$ cat config.mk
export PLATFORM = sky130hd
export DESIGN_NAME = pll_reprog_seq
export DESIGN_NICKNAME = d
export VERILOG_FILES = /design/src/rtl/pll_seq_pkg.sv /design/src/rtl/pll_seq_interval.sv /design/src/rtl/pll_seq_busif.sv /design/src/rtl/pll_reprog_seq.sv
export SDC_FILE = /design/constraint.sdc
export NUM_CORES = 1
export LEC_CHECK = 0
export ABC_AREA = 1
export BUFFER_PORTS_ARGS = -buffer_cell sky130_fd_sc_hd__buf_4
export CORE_MARGIN = 4
export CORE_UTILIZATION = 40
export CTS_BUF_LIST = sky130_fd_sc_hd__clkbuf_8
export DETAILED_ROUTE_END_ITERATION = 8
export GPL_ROUTABILITY_DRIVEN = 1
export GPL_TIMING_DRIVEN = 0
export PLACE_DENSITY = 0.64
export SLEW_MARGIN = 0
export SYNTH_ARGS = -nofsm -noshare
export SYNTH_HDL_FRONTEND = slang
export SYNTH_HIERARCHICAL = 1
export SYNTH_SLANG_ARGS = --single-unit
$ cat constraint.sdc
create_clock -name clk_i -period 3 [get_ports clk_i]
set_clock_uncertainty 0.05 [all_clocks]
set_input_delay 0.3 -clock clk_i [delete_from_list [all_inputs] [get_ports clk_i]]
set_output_delay 0.3 -clock clk_i [all_outputs]
set_load 0.02 [all_outputs]
$ cat src/rtl/pll_seq_pkg.sv
package pll_seq_pkg;

    typedef enum logic [3:0] {
        ST_IDLE,
        ST_RD_CTRL,
        ST_WR_PD,
        ST_WR_MULT,
        ST_WR_DIVS,
        ST_WR_PWRUP,
        ST_WAIT,
        ST_POLL,
        ST_WR_EN
    } seq_state_e;

    typedef enum logic {
        ACC_RD = 1'b0,
        ACC_WR = 1'b1
    } acc_kind_e;

    // control register bit positions
    localparam int unsigned CTL_PWRDN  = 0;
    localparam int unsigned CTL_BYPASS = 1;
    localparam int unsigned CTL_IN_DIR = 2;
    localparam int unsigned CTL_OUTDIR = 3;
    localparam int unsigned CTL_OUT_EN = 4;

    // status register lock flag position
    localparam int unsigned STS_LOCKED = 0;

    // register offsets
    localparam int unsigned OFS_STATUS = 32'h1C;
    localparam int unsigned OFS_CTRL   = 32'h20;
    localparam int unsigned OFS_MULT   = 32'h24;
    localparam int unsigned OFS_DIVS   = 32'h28;

    // divider word giving unity pre- and post-division
    localparam logic [31:0] DIVS_UNITY = 32'h0030_2062;

endpackage

$ cat src/rtl/pll_seq_interval.sv
module pll_seq_interval #(
    parameter int unsigned CYCLES = 2000
) (
    input  logic clk_i,
    input  logic rst_ni,
    input  logic start_i,
    output logic expire_o
);

    localparam int unsigned CW = (CYCLES > 1) ? $clog2(CYCLES) : 1;
    localparam logic [CW-1:0] LAST = CW'(CYCLES - 1);

    typedef struct packed {
        logic          run;
        logic [CW-1:0] cnt;
    } tmr_t;

    tmr_t tmr_q, tmr_d;

    always_comb begin
        tmr_d = tmr_q;
        if (start_i) begin
            tmr_d.run = 1'b1;
            tmr_d.cnt = '0;
        end else if (tmr_q.run) begin
            if (tmr_q.cnt == LAST) begin
                tmr_d.run = 1'b0;
            end else begin
                tmr_d.cnt = tmr_q.cnt + 1'b1;
            end
        end
    end

    always_ff @(posedge clk_i or negedge rst_ni) begin
        if (!rst_ni) begin
            tmr_q <= '0;
        end else begin
            tmr_q <= tmr_d;
        end
    end

    assign expire_o = tmr_q.run && (tmr_q.cnt == LAST);

    // expiry is a single-cycle event unless re-armed
    assert_expire_pulse_R6: assert property (@(posedge clk_i) disable iff (!rst_ni)
        (expire_o && !start_i) |=> !expire_o);

endmodule

$ cat src/rtl/pll_seq_busif.sv
module pll_seq_busif
    import pll_seq_pkg::*;
#(
    parameter int unsigned ADDR_W = 12,
    parameter int unsigned DATA_W = 32
) (
    input  logic              clk_i,
    input  logic              rst_ni,
    input  logic              req_i,
    input  acc_kind_e         kind_i,
    input  logic [ADDR_W-1:0] addr_i,
    input  logic [DATA_W-1:0] wdata_i,
    output logic              ack_o,
    output logic [DATA_W-1:0] rdata_o,
    output logic [ADDR_W-1:0] bus_addr_o,
    output logic [DATA_W-1:0] bus_wdata_o,
    output logic              bus_wr_o,
    output logic              bus_rd_o,
    input  logic [DATA_W-1:0] bus_rdata_i,
    input  logic              bus_ready_i
);

    typedef struct packed {
        logic              active;
        logic              is_wr;
        logic [ADDR_W-1:0] addr;
        logic [DATA_W-1:0] wdata;
        logic              ack;
        logic [DATA_W-1:0] rdata;
    } bif_t;

    bif_t bif_q, bif_d;

    always_comb begin
        bif_d     = bif_q;
        bif_d.ack = 1'b0;
        if (!bif_q.active) begin
            if (req_i) begin
                bif_d.active = 1'b1;
                bif_d.is_wr  = (kind_i == ACC_WR);
                bif_d.addr   = addr_i;
                bif_d.wdata  = wdata_i;
            end
        end else if (bus_ready_i) begin
            bif_d.active = 1'b0;
            bif_d.ack    = 1'b1;
            if (!bif_q.is_wr) begin
                bif_d.rdata = bus_rdata_i;
            end
        end
    end

    always_ff @(posedge clk_i or negedge rst_ni) begin
        if (!rst_ni) begin
            bif_q <= '0;
        end else begin
            bif_q <= bif_d;
        end
    end

    assign ack_o       = bif_q.ack;
    assign rdata_o     = bif_q.rdata;
    assign bus_addr_o  = bif_q.addr;
    assign bus_wdata_o = bif_q.wdata;
    assign bus_wr_o    = bif_q.active &&  bif_q.is_wr;
    assign bus_rd_o    = bif_q.active && !bif_q.is_wr;

    // a stalled access keeps its strobe, address and data
    assert_hold_access_R9: assert property (@(posedge clk_i) disable iff (!rst_ni)
        ((bus_wr_o || bus_rd_o) && !bus_ready_i) |=>
        ($stable(bus_wr_o) && $stable(bus_rd_o) && $stable(bus_addr_o) && $stable(bus_wdata_o)));

    // never read and write at once
    assert_strobe_excl_R9: assert property (@(posedge clk_i) disable iff (!rst_ni)
        $onehot0({bus_wr_o, bus_rd_o}));

    // completion acknowledged only after a strobed, ready access
    assert_ack_source_R9: assert property (@(posedge clk_i) disable iff (!rst_ni)
        ((bus_wr_o || bus_rd_o) && bus_ready_i) |=> (ack_o && !bus_wr_o && !bus_rd_o));

endmodule

$ cat src/rtl/pll_reprog_seq.sv
module pll_reprog_seq
    import pll_seq_pkg::*;
#(
    parameter int unsigned CLK_FREQ_MHZ = 200,
    parameter int unsigned POLL_US      = 10,
    parameter int unsigned MAX_POLLS    = 4,
    parameter int unsigned ADDR_W       = 12
) (
    input  logic              clk_i,
    input  logic              rst_ni,
    input  logic              start_i,
    input  logic [31:0]       cfg_word_i,
    output logic [ADDR_W-1:0] reg_addr_o,
    output logic [31:0]       reg_wdata_o,
    output logic              reg_wr_o,
    output logic              reg_rd_o,
    input  logic [31:0]       reg_rdata_i,
    input  logic              reg_ready_i,
    output logic              busy_o,
    output logic              done_o,
    output logic              err_o
);

    localparam int unsigned WAIT_CYCLES = CLK_FREQ_MHZ * POLL_US;
    localparam int unsigned PW  = $clog2(MAX_POLLS + 1);
    localparam int unsigned WCW = $clog2(WAIT_CYCLES + 1);
    localparam logic [PW-1:0] LAST_POLL = PW'(MAX_POLLS - 1);

    localparam logic [ADDR_W-1:0] A_STATUS = ADDR_W'(OFS_STATUS);
    localparam logic [ADDR_W-1:0] A_CTRL   = ADDR_W'(OFS_CTRL);
    localparam logic [ADDR_W-1:0] A_MULT   = ADDR_W'(OFS_MULT);
    localparam logic [ADDR_W-1:0] A_DIVS   = ADDR_W'(OFS_DIVS);

    localparam logic [31:0] PATH_MASK = (32'd1 << CTL_BYPASS) | (32'd1 << CTL_IN_DIR)
                                      | (32'd1 << CTL_OUTDIR) | (32'd1 << CTL_OUT_EN);

    typedef struct packed {
        seq_state_e  state;
        logic [31:0] cfg;
        logic [31:0] ctrl;
        logic [PW-1:0] polls;
        logic        busy;
        logic        done;
        logic        err;
    } seq_t;

    seq_t seq_q, seq_d;

    logic              acc_req;
    acc_kind_e         acc_kind;
    logic [ADDR_W-1:0] acc_addr;
    logic [31:0]       acc_wdata;
    logic              acc_ack;
    logic [31:0]       acc_rdata;
    logic              tmr_start;
    logic              tmr_expire;

    always_comb begin
        seq_d      = seq_q;
        seq_d.done = 1'b0;
        seq_d.err  = 1'b0;
        acc_req    = 1'b0;
        acc_kind   = ACC_RD;
        acc_addr   = A_CTRL;
        acc_wdata  = seq_q.ctrl;

        unique case (seq_q.state)
            ST_IDLE: begin
                if (start_i) begin
                    seq_d.state = ST_RD_CTRL;
                    seq_d.cfg   = cfg_word_i;
                    seq_d.polls = '0;
                    seq_d.busy  = 1'b1;
                end
            end
            ST_RD_CTRL: begin
                acc_req = !acc_ack;
                if (acc_ack) begin
                    seq_d.ctrl = (acc_rdata | (32'd1 << CTL_PWRDN)) & ~PATH_MASK;
                    seq_d.state = ST_WR_PD;
                end
            end
            ST_WR_PD: begin
                acc_req  = !acc_ack;
                acc_kind = ACC_WR;
                if (acc_ack) begin
                    seq_d.state = ST_WR_MULT;
                end
            end
            ST_WR_MULT: begin
                acc_req   = !acc_ack;
                acc_kind  = ACC_WR;
                acc_addr  = A_MULT;
                acc_wdata = seq_q.cfg;
                if (acc_ack) begin
                    seq_d.state = ST_WR_DIVS;
                end
            end
            ST_WR_DIVS: begin
                acc_req   = !acc_ack;
                acc_kind  = ACC_WR;
                acc_addr  = A_DIVS;
                acc_wdata = DIVS_UNITY;
                if (acc_ack) begin
                    seq_d.ctrl  = seq_q.ctrl & ~(32'd1 << CTL_PWRDN);
                    seq_d.state = ST_WR_PWRUP;
                end
            end
            ST_WR_PWRUP: begin
                acc_req  = !acc_ack;
                acc_kind = ACC_WR;
                if (acc_ack) begin
                    seq_d.state = ST_WAIT;
                end
            end
            ST_WAIT: begin
                if (tmr_expire) begin
                    seq_d.state = ST_POLL;
                end
            end
            ST_POLL: begin
                acc_req  = !acc_ack;
                acc_addr = A_STATUS;
                if (acc_ack) begin
                    seq_d.polls = seq_q.polls + 1'b1;
                    if (acc_rdata[STS_LOCKED]) begin
                        seq_d.ctrl  = seq_q.ctrl | (32'd1 << CTL_OUT_EN);
                        seq_d.state = ST_WR_EN;
                    end else if (seq_q.polls == LAST_POLL) begin
                        seq_d.state = ST_IDLE;
                        seq_d.busy  = 1'b0;
                        seq_d.err   = 1'b1;
                    end else begin
                        seq_d.state = ST_WAIT;
                    end
                end
            end
            ST_WR_EN: begin
                acc_req  = !acc_ack;
                acc_kind = ACC_WR;
                if (acc_ack) begin
                    seq_d.state = ST_IDLE;
                    seq_d.busy  = 1'b0;
                    seq_d.done  = 1'b1;
                end
            end
            default: begin
                seq_d.state = ST_IDLE;
                seq_d.busy  = 1'b0;
            end
        endcase

        tmr_start = (seq_d.state == ST_WAIT) && (seq_q.state != ST_WAIT);
    end

    always_ff @(posedge clk_i or negedge rst_ni) begin
        if (!rst_ni) begin
            seq_q <= '{state: ST_IDLE, default: '0};
        end else begin
            seq_q <= seq_d;
        end
    end

    pll_seq_busif #(
        .ADDR_W (ADDR_W),
        .DATA_W (32)
    ) u_busif (
        .clk_i       (clk_i),
        .rst_ni      (rst_ni),
        .req_i       (acc_req),
        .kind_i      (acc_kind),
        .addr_i      (acc_addr),
        .wdata_i     (acc_wdata),
        .ack_o       (acc_ack),
        .rdata_o     (acc_rdata),
        .bus_addr_o  (reg_addr_o),
        .bus_wdata_o (reg_wdata_o),
        .bus_wr_o    (reg_wr_o),
        .bus_rd_o    (reg_rd_o),
        .bus_rdata_i (reg_rdata_i),
        .bus_ready_i (reg_ready_i)
    );

    pll_seq_interval #(
        .CYCLES (WAIT_CYCLES)
    ) u_interval (
        .clk_i    (clk_i),
        .rst_ni   (rst_ni),
        .start_i  (tmr_start),
        .expire_o (tmr_expire)
    );

    assign busy_o = seq_q.busy;
    assign done_o = seq_q.done;
    assign err_o  = seq_q.err;

    // checker counter: cycles spent in the poll wait
    logic [WCW-1:0] wait_seen_q;
    always_ff @(posedge clk_i or negedge rst_ni) begin
        if (!rst_ni) begin
            wait_seen_q <= '0;
        end else if (seq_q.state == ST_WAIT) begin
            wait_seen_q <= wait_seen_q + 1'b1;
        end else begin
            wait_seen_q <= '0;
        end
    end

    // the wait lasts the full interval
    assert_wait_len_R6: assert property (@(posedge clk_i) disable iff (!rst_ni)
        (seq_q.state == ST_WAIT && seq_d.state != ST_WAIT) |-> (wait_seen_q == WCW'(WAIT_CYCLES - 1)));

    // poll count never exceeds the limit
    assert_poll_bound_R7: assert property (@(posedge clk_i) disable iff (!rst_ni)
        seq_q.polls <= PW'(MAX_POLLS));

    // a locked status read leads straight to the enable write
    assert_lock_enables_R7: assert property (@(posedge clk_i) disable iff (!rst_ni)
        (seq_q.state == ST_POLL && acc_ack && acc_rdata[STS_LOCKED]) |=> (seq_q.state == ST_WR_EN));

    // result pulses are exclusive and last one cycle
    assert_result_excl_R10: assert property (@(posedge clk_i) disable iff (!rst_ni)
        !(done_o && err_o));
    assert_result_pulse_R10: assert property (@(posedge clk_i) disable iff (!rst_ni)
        (done_o || err_o) |=> !(done_o || err_o));

    // busy falls only together with a result pulse
    assert_busy_end_R10: assert property (@(posedge clk_i) disable iff (!rst_ni)
        $fell(busy_o) |-> (done_o || err_o));

    // busy only rises after a start pulse
    assert_busy_start_R11: assert property (@(posedge clk_i) disable iff (!rst_ni)
        $rose(busy_o) |-> $past(start_i));

    // no bus activity while idle
    assert_idle_quiet_R9: assert property (@(posedge clk_i) disable iff (!rst_ni)
        !busy_o |-> !(reg_wr_o || reg_rd_o));

endmodule

==> results.py, run 1 <==
metrics = {
    "run_status": {
        "status": "finished clean",
    },
    "drt": {
        "vias": 6143,
        "final_antenna_net_count": 0,
        "wire_per_inst_um": 13.5,
        "viasPerCell": 4.47,
        "drtPass1Iterations": 5,
        "finalWirelength_mm": 18.5,
        "drt_iter0_drc": 449,
        "drc": 0,
    },
    "power": {
        "seqPwrFrac": 0.351,
        "combPwrFrac": 0.498,
        "p_sw_frac": 0.412,
        "pwr-share-clk": 0.151,
        "ir_drop_mv": 0.448,
        "p_int_mw": 6.02,
        "cellLeakagePower_nw": 5.26,
        "pwr_density_cell_nw_per_um2": 1020,
        "switchingPower_mw": 4.22,
        "power_mw": 10.2,
    },
    "logic_synthesis": {
        "syn-instance-count": 937,
        "yosysWarnings": 6,
        "avgSynthCellArea_um2": 8.80,
        "syn_area_um2": 8250,
    },
    "timing": {
        "period_share": 0.821,
        "slew_headroom": 0.597,
        "slew_violations": 0,
        "fin_crit_ps": 2460,
        "finalSetupTns_ps": 0,
        "fin_hold_ws_ps": 25.1,
        "setup_viol": 0,
        "worst_slew_pin_slew_ps": 605,
        "fmax_mhz": 406,
        "rsz0062_at_grt": "no",
        "finalHoldViolCount": 0,
    },
    "finish": {
        "diodes": 0,
        "fin_cells": 1374,
        "syn_to_final_growth_pct": 21.7,
        "final_nets": 1163,
        "fillerInstances": 1913,
        "drive_gt1_frac": 0.337,
        "postLayoutCoreUtil": 0.496,
    },
    "grt": {
        "overflow": 0,
        "grtUsageTotal": 0.169,
        "grt_max_degree": 120,
        "grt_pass1_vias": 5961,
        "antenna_found_initial": 0,
        "grt_pass1_wl_mm": 30.5,
    },
    "floorplanning": {
        "initial_core_util": 0.408,
        "die_y_um": 152,
        "rows": 52,
        "fp.coreArea_um2": 20200,
        "pin_count": 117,
        "die_x_um": 152,
        "die_area_um2": 23000,
    },
    "setup_path": {
        "path_class": "reg -> reg",
        "start_kind": "flop",
        "arrival_ps": 2760,
        "worst_path_most_repeated_cell": "nand2_1",
        "cp_max_fo": 10,
        "critical_path.cell_chain": "ha_1 > nand2_2 > inv_1 > nand3_1 > nor4_1 > nand2_1 > nand2_1 > nor2_1 > nand3_1 > nor2_1 > clkinv_1 > nand2_4 > clkinv_4 > nand2_1 > nand2_1",
        "cp.required_ps": 3290,
        "worst_path_max_delay_cell": "dfrtp_1",
        "slowest_delay_ps": 410,
        "reg2regPathDepth": 15,
        "worst_setup_path_end_kind": "flop",
    },
    "placed_design": {
        "dpl.hpwl_mm": 13.8,
        "place_congestion": 0.847,
        "dp_cells": 1326,
        "io_buffers": 111,
    },
    "flow_run": {
        "cap_viol_max_count": 0,
    },
    "min_path": {
        "hold_path_depth": 3,
        "hp-class": "in -> reg",
    },
    "clocking": {
        "clockBufferDepth": 2,
        "clock_sinks": 158,
        "cts_tree": "built",
        "cts_setup_buffers": 0,
        "cts_buffers": 17,
        "cts_resized": 0,
        "cts_max_level": 4,
        "cts-root-buf": "clkbuf_8",
        "insertion_delay_ps": 450,
        "path_clk_slew_ps": 80,
        "ctsHoldBuffers": 17,
    },
}
## layout make-up
cell class	count	area, um2	area share
inverters	69	279	0.0278
well taps	270	338	0.0337
clock inverters	7	58.8	0.00586
flip-flops and latches	158	3950	0.394
clock buffers	24	330	0.0329
multi-input cells	600	3110	0.310
repair buffers	129	1040	0.103
plain buffers	117	927	0.0924
## through the flow
| stage | worst slack (ps) | cell area (um2) |
|---|---|---|
| after floorplan | 906 | 8270 |
| after global placement | 549 | 9440 |
| after detailed placement | 524 | 9480 |
| after CTS | 507 | 10000 |
| after global routing | 271 | 10000 |
| final | 536 | 10000 |
## path summary, 6_finish.rpt
kind | start | to | slack [ps]
max in group asynchronous | rst_ni | u_busif/rdata_o[23] | 1750
worst max-delay path | u_interval/tmr_q[0] | u_interval/tmr_q[8] | 540
worst min-delay path | cfg_word_i[14] | seq_q[52] | 30
worst min register to register | u_busif/bus_addr_o[6] | u_busif/bus_addr_o[6] | 420
min in group asynchronous | rst_ni | u_busif/bus_addr_o[11] | 260
worst max register to register | u_interval/tmr_q[0] | u_interval/tmr_q[8] | 540
## state kept, by name, indices dropped and copies added, names as in the netlist
name                 flops
busy_o                   1
done_o                   1
err_o                    1
seq_q                   68
u_busif/ack_o            1
u_busif/bif_q            2
u_busif/bus_addr_o      12
u_busif/bus_wdata_o     32
u_busif/rdata_o         28
u_interval/tmr_q        12
## routing by layer
layer | GRT usage | share of wire | up-vias
li1 | - | - | 3195
met1 | 0.247 | 0.49 | 2793
met2 | 0.253 | 0.45 | 131
met3 | 0.0253 | 0.039 | 24
met4 | 0.0638 | 0.020 | 0
met5 | 0 | 0 | -
## critical path, delay by kind of cell, from the launching register on
family        cells  cell delay [ps]
buf+inv           3              500
fa+ha+maj         1              230
simple gates     11             1170
flops             1              410
## layout by cell type (no fill, tap or decap), types with 2 or more instances in the layout
cell and n:
o21ai_0 40, a21oi_1 8, o22ai_1 2, buf_2 23, nor2_4 2, nand3_2 30
nor2_2 5, inv_1 58, nand2_4 29, ha_1 3, buf_4 190, inv_2 6
nand2_8 2, nor3_1 2, clkinv_2 5, inv_4 3, buf_12 7, conb_1 8
nor2_1 41, xor2_1 2, clkbuf_8 24, dfrtp_1 158, nand2_1 295, nand3_4 2
nand2_2 32, o21ai_1 24, dlygate4sd3_1 17, nand3_1 36, nand4_1 32, buf_6 6
## power by group through the flow
stage	combinational (mW)	clock [mW]	sequential [mW]
4_1_cts	5.16	1.59	3.60
2_1_floorplan	3.91	0	3.50
3_3_place_gp	5.04	0	3.62
3_5_place_dp	5.12	0	3.64
6_report	5.10	1.54	3.60
5_1_grt	5.72	1.67	3.71
Note: power is estimated with default switching activity, not from simulation.
==> run 2, diff against run 1 <==
- PLACE_DENSITY: 0.64 -> 0.66
- clock period: 3 -> 2.25 ns (I/O delays scaled with it)
==> run 2 against run 1 <==
Register-to-register slack worse by 390 ps. Worst hold slack better by 7.5 ps. Sequential cell count is the same. Critical endpoint is now u_interval/tmr_q[6].
==> results.py, run 2 (synthesis results as in run 1) <==
metrics = {
    "setup_path": {
        "reg2regPathDepth": 15,
        "worst_setup_path_end_kind": "flop",
        "rr_startpoint": "u_interval/tmr_q[0]",
        "crit_start": "u_interval/tmr_q[0]",
        "arrival_ps": 2400,
        "path_class": "reg -> reg",
        "cp.required_ps": 2550,
        "start_kind": "flop",
        "cp_max_fo": 6,
    },
    "floorplanning": {
        "initial_core_util": 0.408,
        "pin_count": 117,
        "die_x_um": 152,
        "fp.coreArea_um2": 20200,
        "die_area_um2": 23000,
        "rows": 52,
        "die_y_um": 152,
    },
    "finish": {
        "regMostFlops": "seq_q",
        "drive_gt1_frac": 0.332,
        "syn_to_final_growth_pct": 28.1,
        "largest_register_ffs": 68,
        "layout_common_cells": "nand2_1 (295), buf_4 (195), dfrtp_1 (158), inv_1 (58), dlygate4sd3_1 (58)",
        "diodes": 0,
        "final_common_cell": "nand2_1",
        "final_nets": 1211,
    },
    "drt": {
        "drc": 0,
        "final_antenna_net_count": 0,
        "vias": 6356,
        "drtPass1Iterations": 4,
        "wire_per_inst_um": 13.4,
        "drt_iter0_drc": 452,
        "viasPerCell": 4.47,
        "finalWirelength_mm": 19.0,
    },
    "timing": {
        "worst_slew_pin_slew_ps": 503,
        "slew_violations": 0,
        "fin_crit_ps": 2100,
        "period_share": 0.933,
        "fin_ws_ps": 151,
        "fmax_mhz": 476,
        "setup_viol": 0,
        "finalHoldViolCount": 0,
        "slew_headroom": 0.665,
        "rsz0062_at_grt": "no",
    },
    "clocking": {
        "cts_buffers": 17,
        "insertion_delay_ps": 450,
        "cts_tree": "built",
        "clockBufferDepth": 2,
        "cts_max_level": 4,
        "path_clk_slew_ps": 80,
        "clock_sinks": 158,
        "cts-root-buf": "clkbuf_8",
    },
    "min_path": {
        "hp-class": "in -> reg",
        "hold_path_depth": 3,
        "holdCritStartpoint": "reg_rdata_i[7]",
    },
    "power": {
        "pwr_density_cell_nw_per_um2": 1330,
        "cellLeakagePower_nw": 5.48,
        "ir_drop_mv": 0.466,
        "power_mw": 14.1,
    },
    "grt": {
        "overflow": 0,
        "grtUsageTotal": 0.171,
        "met1_usage": 0.245,
        "top_usage_layer": "met2",
        "antenna_found_initial": 0,
        "met3_usage": 0.0297,
        "grt_pass1_wl_mm": 31.2,
        "grt_pass1_vias": 6246,
        "grt_max_degree": 96,
        "grtUsageMet2": 0.269,
    },
    "run_status": {
        "status": "finished clean",
    },
    "placed_design": {
        "place_ws_ps": -217,
        "place_congestion": 0.840,
        "dpl.hpwl_mm": 14.1,
        "io_buffers": 111,
    },
    "flow_run": {
        "cap_viol_max_count": 0,
    },
}
run 2: power by group:
| part | leakage, nW | total [mW] | switching [mW] | internal (mW) |
|---|---|---|---|---|
| Sequential | 2.01 | 4.81 | 0.768 | 4.04 |
| Combinational | 3.25 | 7.07 | 3.99 | 3.09 |
| Clock | 0.225 | 2.20 | 0.987 | 1.21 |
run 2: path summary, 6_finish.rpt:
path	endpoint	slack, ps
max in group asynchronous	u_busif/bus_wdata_o[24]	1050
worst max register to register	u_interval/tmr_q[6]	150
worst min register to register	u_busif/bus_wdata_o[16]	420
worst min-delay path	u_busif/rdata_o[7]	30
min in group asynchronous	u_busif/bus_addr_o[10]	260
worst max-delay path	u_interval/tmr_q[6]	150
run 2: area by class of cell:
type / count / area [um2]
Clock inverter: 6 / 78.8
Multi-Input combinational cell: 600 / 3140
Clock buffer: 25 / 344
Timing Repair Buffer: 177 / 1510
Inverter: 69 / 280
Sequential cell: 158 / 3950
Tap cell: 270 / 338
Buffer: 117 / 931
Fill cell: 1890 / 9670
run 2: critical path: stages, from the launching register on:
cell	delay [ps]
dfrtp_1	400
ha_1	240
nand2_2	140
inv_1	50
nand3_1	90
nor4_1	60
nand2_1	70
nand2_1	40
nor2_1	120
nand3_1	130
nor2_4	150
clkinv_2	130
nand2_4	130
clkinv_4	70
nand2_1	60
nand2_1	50
run 2: routing by layer:
layer | part of all wire | vias up
met4 | 0.017 | 0
met2 | 0.46 | 122
li1 | - | 3279
met3 | 0.040 | 25
met5 | 0 | -
met1 | 0.48 | 2930
run 2: repair_timing:
action	4_1_cts	5_1_grt
resized for setup	1	6
setup buffers	3	3
endpoints found under the hold margin	120	0
hold buffers	58	0
cloned	0	1
endpoints found under the setup margin	11	41
pin swaps	0	2
run 2: through the flow:
stage	setup TNS (ps)	instance area (um2)	hold slack [ps]	util	cells
after global placement	-1070	9440	387	0.467	1325
after CTS	0	10500	2.34	0.519	1418
final	0	10600	32.6	0.522	1422
after global routing	0	10600	10.4	0.522	1422
after detailed placement	-1170	9480	162	0.468	1326
after floorplan	0	8270	-121	-	944
